--- src/rtl/dma_regbank_pkg.sv ---
package dma_regbank_pkg;
  localparam int ADDR_W = 8;

  localparam logic [ADDR_W-1:0] OFS_GCTRL = 8'h10;
  localparam logic [ADDR_W-1:0] OFS_POLL  = 8'h14;
  localparam logic [ADDR_W-1:0] OFS_CSEL  = 8'h18;
  localparam logic [ADDR_W-1:0] OFS_CCTRL = 8'h1C;
  localparam logic [ADDR_W-1:0] OFS_CBASE = 8'h20;
  localparam logic [ADDR_W-1:0] OFS_CLEN  = 8'h24;
  localparam logic [ADDR_W-1:0] OFS_CSTS  = 8'h28;
  localparam logic [ADDR_W-1:0] OFS_CIEN  = 8'h2C;
  localparam logic [ADDR_W-1:0] OFS_PSEL  = 8'h40;
  localparam logic [ADDR_W-1:0] OFS_PCTRL = 8'h44;
  localparam logic [ADDR_W-1:0] OFS_GIEN  = 8'hF4;

  localparam int DONE_BIT = 3;

  typedef struct packed {
    logic ctrl;
    logic base;
    logic len;
    logic sts;
    logic ien;
  } chan_wr_t;
endpackage

--- src/rtl/dma_chan_slot.sv ---
module dma_chan_slot
  import dma_regbank_pkg::*;
#(
  parameter int LEN_W   = 16,
  parameter int RST_CYC = 4
) (
  input  logic              clk,
  input  logic              rst_n,
  input  logic              hit,
  input  chan_wr_t          wr,
  input  logic [31:0]       wdata,
  input  logic [ADDR_W-1:0] raddr,
  input  logic              glob_rst,
  input  logic              evt,
  output logic [31:0]       rdata,
  output logic              on_o,
  output logic              tx_o,
  output logic [1:0]        weight_o,
  output logic [31:0]       base_o,
  output logic [LEN_W-1:0]  len_o,
  output logic              busy_o,
  output logic              irq_req_o
);
  localparam int CNT_W = $clog2(RST_CYC + 1);

  logic [CNT_W-1:0] cnt_q;
  logic [6:1]       sts_q, ien_q;
  logic             start;
  logic [31:0]      rd_val;

  assign start  = (hit & wr.ctrl & wdata[1]) | glob_rst;
  assign busy_o = (cnt_q != '0);

  always_ff @(posedge clk or negedge rst_n) begin
    if (!rst_n) begin
      cnt_q    <= '0;
      on_o     <= 1'b0;
      tx_o     <= 1'b0;
      weight_o <= '0;
      base_o   <= '0;
      len_o    <= '0;
      sts_q    <= '0;
      ien_q    <= '0;
    end else begin
      if (start)       cnt_q <= CNT_W'(RST_CYC);
      else if (busy_o) cnt_q <= cnt_q - 1'b1;

      if (start || busy_o)     on_o <= 1'b0;
      else if (hit && wr.ctrl) on_o <= wdata[0];

      if (hit && wr.ctrl) begin
        tx_o     <= wdata[8];
        weight_o <= wdata[17:16];
      end
      if (hit && wr.base) base_o <= wdata;
      if (hit && wr.len)  len_o  <= wdata[LEN_W-1:0];
      if (hit && wr.ien)  ien_q  <= wdata[6:1];

      if (start || busy_o) begin
        sts_q <= '0;
      end else begin
        sts_q <= sts_q & ~((hit && wr.sts) ? wdata[6:1] : 6'b0);
        if (evt) sts_q[DONE_BIT] <= 1'b1;
      end
    end
  end

  always_comb begin
    rd_val = '0;
    case (raddr)
      OFS_CCTRL: rd_val = {14'b0, weight_o, 7'b0, tx_o, 6'b0, busy_o, on_o};
      OFS_CBASE: rd_val = base_o;
      OFS_CLEN:  rd_val = {{(32-LEN_W){1'b0}}, len_o};
      OFS_CSTS:  rd_val = {25'b0, sts_q, 1'b0};
      OFS_CIEN:  rd_val = {25'b0, ien_q, 1'b0};
      default:   rd_val = '0;
    endcase
  end

  assign rdata     = hit ? rd_val : 32'b0;
  assign irq_req_o = |(sts_q & ien_q);

  // a resetting channel is never enabled
  a_r4_busy_forces_off: assert property (@(posedge clk) disable iff (!rst_n)
    busy_o |-> !on_o);
  // reset lasts longer than one cycle
  a_r4_reset_persists: assert property (@(posedge clk) disable iff (!rst_n)
    $rose(busy_o) |=> busy_o);
  // an event on an idle channel sets the done bit
  a_r6_event_sets_done: assert property (@(posedge clk) disable iff (!rst_n)
    (evt && !start && !busy_o) |=> sts_q[DONE_BIT]);
  // write-one clears the done bit when no event competes
  a_r6_w1c_clears: assert property (@(posedge clk) disable iff (!rst_n)
    (hit && wr.sts && wdata[DONE_BIT] && !evt) |=> !sts_q[DONE_BIT]);
endmodule

--- src/rtl/dma_port_slot.sv ---
module dma_port_slot (
  input  logic        clk,
  input  logic        rst_n,
  input  logic        wr,
  input  logic [11:2] wdata,
  output logic [31:0] word_o,
  output logic [3:0]  swap_o,
  output logic        drop_o,
  output logic [1:0]  burst_a_o,
  output logic [1:0]  burst_b_o
);
  always_ff @(posedge clk or negedge rst_n) begin
    if (!rst_n) begin
      swap_o    <= '0;
      drop_o    <= 1'b0;
      burst_a_o <= '0;
      burst_b_o <= '0;
    end else if (wr) begin
      swap_o    <= wdata[11:8];
      drop_o    <= wdata[6];
      burst_a_o <= wdata[5:4];
      burst_b_o <= wdata[3:2];
    end
  end

  assign word_o = {20'b0, swap_o, 1'b0, drop_o, burst_a_o, burst_b_o, 2'b0};

  // fields change only under a write to this port
  a_r10_port_hold: assert property (@(posedge clk) disable iff (!rst_n)
    !wr |=> $stable(word_o));
endmodule

--- src/rtl/dma_regbank.sv ---
module dma_regbank
  import dma_regbank_pkg::*;
#(
  parameter int NUM_CH   = 20,
  parameter int NUM_PORT = 5,
  parameter int LEN_W    = 16,
  parameter int RST_CYC  = 4
) (
  input  logic                      clk,
  input  logic                      rst_n,
  input  logic [7:0]                bus_addr,
  input  logic                      bus_we,
  input  logic [31:0]               bus_wdata,
  output logic [31:0]               bus_rdata,
  input  logic [NUM_CH-1:0]         ch_event,
  output logic [NUM_CH-1:0]         ch_on,
  output logic [NUM_CH-1:0]         ch_tx,
  output logic [2*NUM_CH-1:0]       ch_weight,
  output logic [32*NUM_CH-1:0]      ch_base,
  output logic [LEN_W*NUM_CH-1:0]   ch_len,
  output logic [NUM_CH-1:0]         ch_busy,
  output logic                      poll_en,
  output logic                      poll_div4,
  output logic [4*NUM_PORT-1:0]     port_swap,
  output logic [NUM_PORT-1:0]       port_drop,
  output logic [2*NUM_PORT-1:0]     port_burst_a,
  output logic [2*NUM_PORT-1:0]     port_burst_b,
  output logic                      irq
);
  localparam int CH_IDX_W = $clog2(NUM_CH);
  localparam int PT_IDX_W = (NUM_PORT > 1) ? $clog2(NUM_PORT) : 1;

  logic [CH_IDX_W-1:0] csel_q;
  logic                csel_ok_q;
  logic [PT_IDX_W-1:0] psel_q;
  logic                psel_ok_q;
  logic [NUM_CH-1:0]   gien_q;
  logic [NUM_CH-1:0]   irq_req;
  logic [31:0]         ch_rd   [NUM_CH];
  logic [31:0]         port_rd [NUM_PORT];
  logic                glob_rst;
  logic                banked;
  chan_wr_t            cwr;

  assign glob_rst = bus_we && (bus_addr == OFS_GCTRL) && bus_wdata[0];
  assign cwr.ctrl = bus_we && (bus_addr == OFS_CCTRL);
  assign cwr.base = bus_we && (bus_addr == OFS_CBASE);
  assign cwr.len  = bus_we && (bus_addr == OFS_CLEN);
  assign cwr.sts  = bus_we && (bus_addr == OFS_CSTS);
  assign cwr.ien  = bus_we && (bus_addr == OFS_CIEN);
  assign banked   = (bus_addr == OFS_CCTRL) || (bus_addr == OFS_CBASE) ||
                    (bus_addr == OFS_CLEN)  || (bus_addr == OFS_CSTS)  ||
                    (bus_addr == OFS_CIEN);

  always_ff @(posedge clk or negedge rst_n) begin
    if (!rst_n) begin
      csel_q    <= '0;
      csel_ok_q <= 1'b0;
      psel_q    <= '0;
      psel_ok_q <= 1'b0;
      gien_q    <= '0;
      poll_en   <= 1'b0;
      poll_div4 <= 1'b0;
    end else if (bus_we) begin
      case (bus_addr)
        OFS_CSEL: begin
          csel_q    <= bus_wdata[CH_IDX_W-1:0];
          csel_ok_q <= (bus_wdata < 32'(NUM_CH));
        end
        OFS_PSEL: begin
          psel_q    <= bus_wdata[PT_IDX_W-1:0];
          psel_ok_q <= (bus_wdata < 32'(NUM_PORT));
        end
        OFS_GIEN: gien_q <= bus_wdata[NUM_CH-1:0];
        OFS_POLL: begin
          poll_en   <= bus_wdata[31];
          poll_div4 <= bus_wdata[6];
        end
        default: ;
      endcase
    end
  end

  for (genvar g = 0; g < NUM_CH; g++) begin : g_ch
    logic hit;
    assign hit = csel_ok_q && (csel_q == CH_IDX_W'(g));
    dma_chan_slot #(.LEN_W(LEN_W), .RST_CYC(RST_CYC)) u_slot (
      .clk       (clk),
      .rst_n     (rst_n),
      .hit       (hit),
      .wr        (cwr),
      .wdata     (bus_wdata),
      .raddr     (bus_addr),
      .glob_rst  (glob_rst),
      .evt       (ch_event[g]),
      .rdata     (ch_rd[g]),
      .on_o      (ch_on[g]),
      .tx_o      (ch_tx[g]),
      .weight_o  (ch_weight[2*g +: 2]),
      .base_o    (ch_base[32*g +: 32]),
      .len_o     (ch_len[LEN_W*g +: LEN_W]),
      .busy_o    (ch_busy[g]),
      .irq_req_o (irq_req[g])
    );
  end

  for (genvar p = 0; p < NUM_PORT; p++) begin : g_port
    logic pwr;
    assign pwr = bus_we && (bus_addr == OFS_PCTRL) && psel_ok_q &&
                 (psel_q == PT_IDX_W'(p));
    dma_port_slot u_port (
      .clk       (clk),
      .rst_n     (rst_n),
      .wr        (pwr),
      .wdata     (bus_wdata[11:2]),
      .word_o    (port_rd[p]),
      .swap_o    (port_swap[4*p +: 4]),
      .drop_o    (port_drop[p]),
      .burst_a_o (port_burst_a[2*p +: 2]),
      .burst_b_o (port_burst_b[2*p +: 2])
    );
  end

  always_comb begin
    bus_rdata = '0;
    case (bus_addr)
      OFS_GCTRL: bus_rdata[0] = |ch_busy;
      OFS_POLL: begin
        bus_rdata[31] = poll_en;
        bus_rdata[6]  = poll_div4;
      end
      OFS_GIEN: bus_rdata[NUM_CH-1:0] = gien_q;
      OFS_PCTRL: begin
        for (int i = 0; i < NUM_PORT; i++)
          if (psel_ok_q && (psel_q == PT_IDX_W'(i))) bus_rdata = port_rd[i];
      end
      default: begin
        for (int i = 0; i < NUM_CH; i++) bus_rdata = bus_rdata | ch_rd[i];
      end
    endcase
  end

  assign irq = |(irq_req & gien_q);

  // interrupt only passes through a set global mask bit
  a_r7_irq_masked: assert property (@(posedge clk) disable iff (!rst_n)
    irq |-> (|gien_q));
  // out-of-range channel select reads zero on banked offsets
  a_r11_bad_sel_read_zero: assert property (@(posedge clk) disable iff (!rst_n)
    (!csel_ok_q && !bus_we && banked) |-> (bus_rdata == 32'b0));
  // out-of-range channel select leaves channel enables alone
  a_r11_bad_sel_no_write: assert property (@(posedge clk) disable iff (!rst_n)
    (!csel_ok_q && cwr.ctrl) |=> $stable(ch_on));
endmodule

--- config.mk ---
export PLATFORM = sky130hd
export DESIGN_NAME = dma_regbank
export DESIGN_NICKNAME = d
export VERILOG_FILES = /design/src/rtl/dma_regbank_pkg.sv /design/src/rtl/dma_chan_slot.sv /design/src/rtl/dma_port_slot.sv /design/src/rtl/dma_regbank.sv
export SDC_FILE = /design/constraint.sdc
export NUM_CORES = 2
export LEC_CHECK = 0
export BUFFER_PORTS_ARGS = -buffer_cell sky130_fd_sc_hd__buf_2
export CAP_MARGIN = 5
export CORE_AREA = 2 2 463 465
export CTS_BUF_LIST = sky130_fd_sc_hd__clkbuf_4
export DETAILED_ROUTE_END_ITERATION = 8
export DIE_AREA = 0 0 465 467
export PLACE_DENSITY_LB_ADDON = 0.25
export SLEW_MARGIN = 10
export SYNTH_ARGS = -nofsm -noshare
export SYNTH_HDL_FRONTEND = slang
export SYNTH_SLANG_ARGS = --single-unit
export TNS_END_PERCENT = 100
--- constraint.sdc ---
create_clock -name clk -period 2.8 [get_ports clk]
set_input_delay 0.28 -clock clk [delete_from_list [all_inputs] [get_ports clk]]
set_output_delay 0.28 -clock clk [all_outputs]
set_load 0.01 [all_outputs]
* Word level (Yosys, flattened, before mapping)
Cells that the tools add are included.
** Word-level totals
- Bits in registers :: 1417
- Bits of input ports :: 63
- Output and inout bits :: 1140
- Logic and storage cells :: 824
** Operators by class
- Add/sub/neg operators :: 20
- $lt $le $gt $ge :: 2
- Equality and inequality tests :: 34
- Muxes and demuxes :: 191
- Bitwise gates (word level) :: 140
- Reductions and logical operators :: 250
** Operators with widths (count)
- case mux 32 bit (5 select lines) :: 20
- 2-to-1 mux 32 bit :: 24
- bitwise OR 32 bit :: 19
- AND 6 bit :: 40
- 2-to-1 mux 6 bit :: 40
- logical AND 1 bit :: 139
- 2-to-1 mux 3 bit :: 40
- inverter 6 bit :: 20
- OR reduction 6 bit :: 20
- nonzero test 2 bit :: 40
- 2-to-1 mux 1 bit :: 60
- nonzero test 3 bit :: 20
- subtractor 3 x 1 -> 3 bit, second input constant :: 20
- AND 1 bit :: 40
- == test 5 x 4 -> 1 bit, second input constant :: 8
- OR reduction 20 bit :: 2
- case mux 13 bit (3 select lines) :: 1
- == test 8 x 5 -> 1 bit, second input constant :: 4
- == test 8 x 6 -> 1 bit, second input constant :: 4
- < comparator 32 x 3 -> 1 bit, second input constant :: 1
- < comparator 32 x 5 -> 1 bit, second input constant :: 1
- case mux 11 bit (2 select lines) :: 1
- AND 20 bit :: 1
- == test 5 x 3 -> 1 bit, second input constant :: 4
- 19 further kinds :: 68

* Longest topological paths before layout
- Word-level depth :: 23
- Mapped depth :: 12

* Modules after synthesis
From an unflattened synthesis, not the netlist that was laid out.
** Second synthesis, totals
- Cell total of the unflattened synthesis :: 5981
- Area total of the unflattened synthesis :: 71596.2 sq um
** By module, submodules not included
- dma_chan_slot at g_ch[10].u_slot ... :: instances 19, cells an instance 246, area an instance 3161.8 sq um, seq. area each 1676.6 sq um
- dma_regbank :: instances 1, cells an instance 804, area an instance 5298.8 sq um, seq. area each 800.8 sq um
- dma_chan_slot at g_ch[0].u_slot :: instances 1, cells an instance 243, area an instance 3145.5 sq um, seq. area each 1676.6 sq um
- dma_port_slot :: instances 5, cells an instance 52, area an instance 615.6 sq um, seq. area each 225.2 sq um

* Worst setup path before layout
OpenSTA, ideal clock, no wires.
- Path type :: input to output
- Start :: input bus_addr[2]
- End :: output bus_rdata[1]
- Arrival time :: 2.331 ns
- Required time :: 2.520 ns
- Slack :: 0.189 ns
- Stages :: 11
- Path buffers :: 4
- Cells stage by stage :: buf_2 -> buf_2 -> buf_2 -> buf_2 -> mux2_2 -> a22oi_1 -> o21ai_0 -> a22oi_1 -> o22ai_1 -> a21oi_1 -> nand4_1
** Between the ends
- Cells in the longest elaborated chain, start to end :: 23
- Elaborated cells on any way between the ends :: 70
- Those cells by class :: eq/ne (9); mux (41); bitwise (19); reduce/logical (1)
** RTL lines
- start: declaration :: RTL line dma_regbank.sv:11 : input logic [7:0] bus_addr,
- == test 8 x 6 -> 1 bit or == test 8 x 5 -> 1 bit (tied branches) :: RTL line dma_chan_slot.sv:70 : case (raddr)
- case mux 32 bit (5 select lines) :: RTL line dma_chan_slot.sv:70
- 2-to-1 mux 32 bit :: RTL line dma_chan_slot.sv:80 : assign rdata = hit ? rd_val : 32'b0;
- bitwise OR 32 bit (19 in series) :: RTL line dma_regbank.sv:138 : for (int i = 0; i < NUM_CH; i++) bus_rdata = bus_rdata | ch_rd[i];
- case mux 5 bit (3 select lines) (*) :: RTL line dma_regbank.sv:126 : case (bus_addr)
- end: declaration :: RTL line dma_regbank.sv:14 : output logic [31:0] bus_rdata,
Mark *: on every way between the ends. The rest lies on a longest branch, timed or not.

* Worst setup path after layout
- Start :: register g_ch[18].u_slot.ien_q[4] (netlist bit)
- End :: output bus_rdata[4]
** Between the ends
- Cells in the longest elaborated chain, start to end :: 5
** RTL lines
- start: declaration :: RTL line dma_chan_slot.sv:27 : logic [6:1] sts_q, ien_q;
- start signal: assignment :: RTL line dma_chan_slot.sv:57 : if (hit && wr.ien) ien_q <= wdata[6:1];
- case mux 32 bit (5 select lines) :: RTL line dma_chan_slot.sv:70
- 2-to-1 mux 32 bit :: RTL line dma_chan_slot.sv:80
- bitwise OR 32 bit (2 in series) :: RTL line dma_regbank.sv:138
- case mux 5 bit (3 select lines) :: RTL line dma_regbank.sv:126
No other way between the ends.

==> results.json <==
{
  "regArea_sq_um": 35470,
  "combPwrFrac_pct": 15.3,
  "wirelength_mm": 427.1,
  "synth.distinct_cells": 71,
  "p_per_area_nw_per_um2": 524.1,
  "clockBufferDepth": 4,
  "critical-path-top-delay-family": "compound AO/OA/AOI/OAI gates",
  "maxSlewViolCount": 0,
  "coreArea_sq_um": 211700,
  "slowest_stage": "a222oi_1",
  "swShare_pct": 28.86,
  "fp.dieH_um": 467,
  "p_total_mw": 49.45,
  "critPathBufInv": 3,
  "crit_type": "reg -> out",
  "cap_violations": 0,
  "worst_pin_slew_ns": 1.160,
  "via_count": 62430,
  "ir_worst_vdd_uv": 533.8,
  "initial_utilization_pct": 31.05,
  "dpl.hpwl_mm": 322.4,
  "crit_path_max_incr_delay_ns": 0.94,
  "internal_power_mw": 35.18,
  "syn_inst": 5266,
  "timing.rr.start": "csel_q[4]$_DFFE_PN0P_",
  "dp.cells": 9674,
  "power_leakage_nw": 47.26,
  "port_buffers": 1202,
  "dr.pass1.iters": 8,
  "synth_ff_type": "dfrtp_1",
  "whs_path_depth": 4,
  "timing.hold.ws_ns": 0.1492,
  "clock_skew_ns": 0.1013,
  "drcViolationCount": 0,
  "drive_above_1_share_pct": 59.04,
  "synth_edf_count": 0,
  "fin_crit_sh_pct": 158.1,
  "multi_input_area_sq_um": 29870,
  "grt_pass1_vias": 60840,
  "ant_nets": 0,
  "mappedNetlistNets": 5369,
  "max_freq_mhz": 225.9,
  "io_pins": 1203,
  "worstPathRequired_ns": 2.52,
  "clkTransAtPathRegs_ns": 0.07,
  "ys_ff_latch": 1417,
  "arrival_ns": 4.15,
  "die-area_sq_um": 217200,
  "area_growth_pct": 43.54,
  "cts_buffers": 418,
  "p_seq_share_pct": 43.5,
  "cts_tree": "done",
  "ys_async_sr_fraction_pct": 100.0,
  "relSlewSlack_pct": 22.67,
  "hold_start": "bus_wdata[17]",
  "status": "complete, but fails checks",
  "wl_per_cell_um": 39.72,
  "h-tree-depth": 5,
  "netSwitchingPower_mw": 14.27,
  "grt_pass1_wl_mm": 560.3,
  "crit_top_cell": "buf_4",
  "endpoint_kind": "output port",
  "via_per_inst": 5.806,
  "clock_sinks": 1417,
  "r2r_cells": 10,
  "hold_viol_final": 0,
  "rows": 169,
  "finalWorstSetupSlack_ns": -1.627,
  "grt_start_max_net_pins": 104,
  "nets": 7729,
  "crit_chain": "a22o_1 -> a222oi_1 -> o221ai_1 -> buf_4 -> nor4_4 -> a31oi_1 -> buf_4 -> buf_2",
  "place_congestion": 1.023,
  "ff2ff_setup_slack_ns": 0.05,
  "grt_antenna_before_repair": 25,
  "yosysWarningCount": 0,
  "holdPathEnd": "g_ch[14].u_slot.base_o[17]$_DFFE_PN0P_",
  "grt-ovfl-total": 0,
  "seq_area_frac_synth_pct": 53.95,
  "rr_endpoint": "g_ch[9].u_slot.base_o[31]$_DFFE_PN0P_",
  "cts-root-buf": "clkbuf_4",
  "drt_iter0_markers": 7430,
  "power.share.clock_pct": 41.2,
  "track_usage_pct": 38.12,
  "final_common_cell": "dfrtp_1",
  "rsz0062_at_grt": "true",
  "fill_cells": 20120,
  "setup_violations": 35,
  "period_minus_slack_ns": 4.427,
  "clk-insertion-delay-late_ns": 1.48,
  "syn_area_sq_um": 65730,
  "violations": "negative setup slack",
  "worst_hold_path_type": "in -> reg",
  "worstPathMaxFanout": 3,
  "worstSetupStartpointType": "flop",
  "final_cell_mix": "1410 x dfrtp_1, 1194 x mux2_2, 1170 x buf_2",
  "die_w_um": 465,
  "instances_no_fill": 10750,
  "synth_area_per_cell_sq_um": 12.48
}
cells by family after synthesis:
group	count (synthesis)	synth area share [%]
compound gates	1075	11.48
xor+xnor	20	0.2665
fa+ha+maj	40	0.7614
buf+inv	580	4.426
flops	1417	53.95
mux	1299	22.90
simple gates	835	6.221
sequential cells by signal (all words and copies together), names as in the netlist:
register and cells:
poll_div4 1, g_port.u_port.burst_a_o 10, g_port.u_port.drop_o 5, psel_ok_q 1, csel_ok_q 1, g_ch.u_slot.len_o 320, csel_q 5, g_ch.u_slot.sts_q 120
g_ch.u_slot.base_o 640, g_ch.u_slot.weight_o 40, g_port.u_port.burst_b_o 10, g_ch.u_slot.cnt_q 60, g_ch.u_slot.ien_q 120, g_ch.u_slot.tx_o 20, gien_q 20, poll_en 1
g_ch.u_slot.on_o 20, g_port.u_port.swap_o 20, psel_q 3
worst register-to-register path, stage by stage, from the launching register on:
cell and delay [ns]:
dfrtp_1 0.43, buf_6 0.16, and4bb_4 0.45, nand2_4 0.12, buf_12 0.16, buf_4 0.14, buf_8 0.13, buf_4 0.15
nor2_4 0.17, buf_12 0.26, mux2_2 0.42
cells in the mapped netlist (all sizes together) (4+ instances only):
library cell,count,area [sq um]
dfrtp,1417,35460
mux2,1238,13940
a22oi,414,3122
nor2,328,1474
buf,282,1790
clkbuf,252,945.9
nand2,246,923.4
o21ai,156,788.3
a21oi,149,745.7
o22ai,87,544.3
a22o,86,753.2
nand3,71,355.3
a222oi,62,620.6
inv,46,172.7
nor4,42,284.0
ha,40,500.5
mux4,40,900.9
a221oi,31,271.5
nand2b,27,168.9
a211oi,25,187.7
a31oi,23,143.9
mux2i,21,210.2
nor3,20,105.1
xnor2,20,175.2
nor2b,18,112.6
a211o,14,122.6
nand4,14,87.58
or2,14,87.58
and2,11,68.82
and3,8,50.05
or4,8,60.06
a2111oi,6,52.55
nor4b,6,110.1
o221ai,5,43.79
a32oi,4,35.03
nand3b,4,30.03
layer usage:
layer,GRT usage (%),up-vias,part of all wire (%)
met3,11.31,1056,10
met2,56.33,4297,43
met5,0,-,0.011
li1,-,24450,-
met4,24.63,6,7.9
met1,48.50,32630,39
stage by stage:
step           instance area, sq um  setup WS (ns)  setup TNS [ns]  util (%)
2_1_floorplan                 65730         0.1891               0         -
3_3_place_gp                  82420        -0.9836         -195.00     38.94
3_5_place_dp                  82420        -0.9814         -235.98     38.94
4_1_cts                       93060         -1.744          -52.31     43.97
5_1_grt                       94330         -1.694          -51.91     44.57
6_report                      94350         -1.627          -47.31     44.57
power by group through the flow:
stage	logic (mW)	clock network [mW]	registers [mW]
global placement	5.28	0	21.8
global route	7.99	21.8	21.6
floorplan	2.69	0	21.7
finish	7.56	20.4	21.5
CTS	7.09	20.5	21.5
detailed placement	5.44	0	21.8
timing repair:
action	in CTS	in global routing
pin swaps	146	158
endpoints found under the setup margin	77	84
endpoints found under the hold margin	2811	0
gates cloned	3	1
setup buffers	172	86
hold buffers	131	0
resized for setup	564	188
worst max-delay path by stage:
stage / startpoint / to / slack (ns) / depth (start not counted)
floorplan: bus_addr[2] / bus_rdata[1] / 0.19 / 11
global placement: bus_addr[5] / bus_rdata[1] / -0.98 / 11
detailed placement: bus_addr[6] / bus_rdata[1] / -0.98 / 11
CTS: g_ch[13].u_slot.len_o[1]$_DFFE_PN0P_ / bus_rdata[1] / -1.74 / 9
global route: csel_q[0]$_DFFE_PN0P_ / bus_rdata[4] / -1.69 / 12
finish: g_ch[18].u_slot.ien_q[4]$_DFFE_PN0P_ / bus_rdata[4] / -1.63 / 8
cell type report:
type / count / share of cell area [%]
antenna: 9 / 0.02387
clock buffer: 638 / 5.077
clock inverter: 79 / 0.4456
inverter: 46 / 0.1857
multi-input combinational: 3269 / 31.66
sequential: 1417 / 37.59
tap: 2821 / 3.741
timing repair buffer: 2474 / 21.27
No activity file was read; power rests on OpenSTA's default activity.
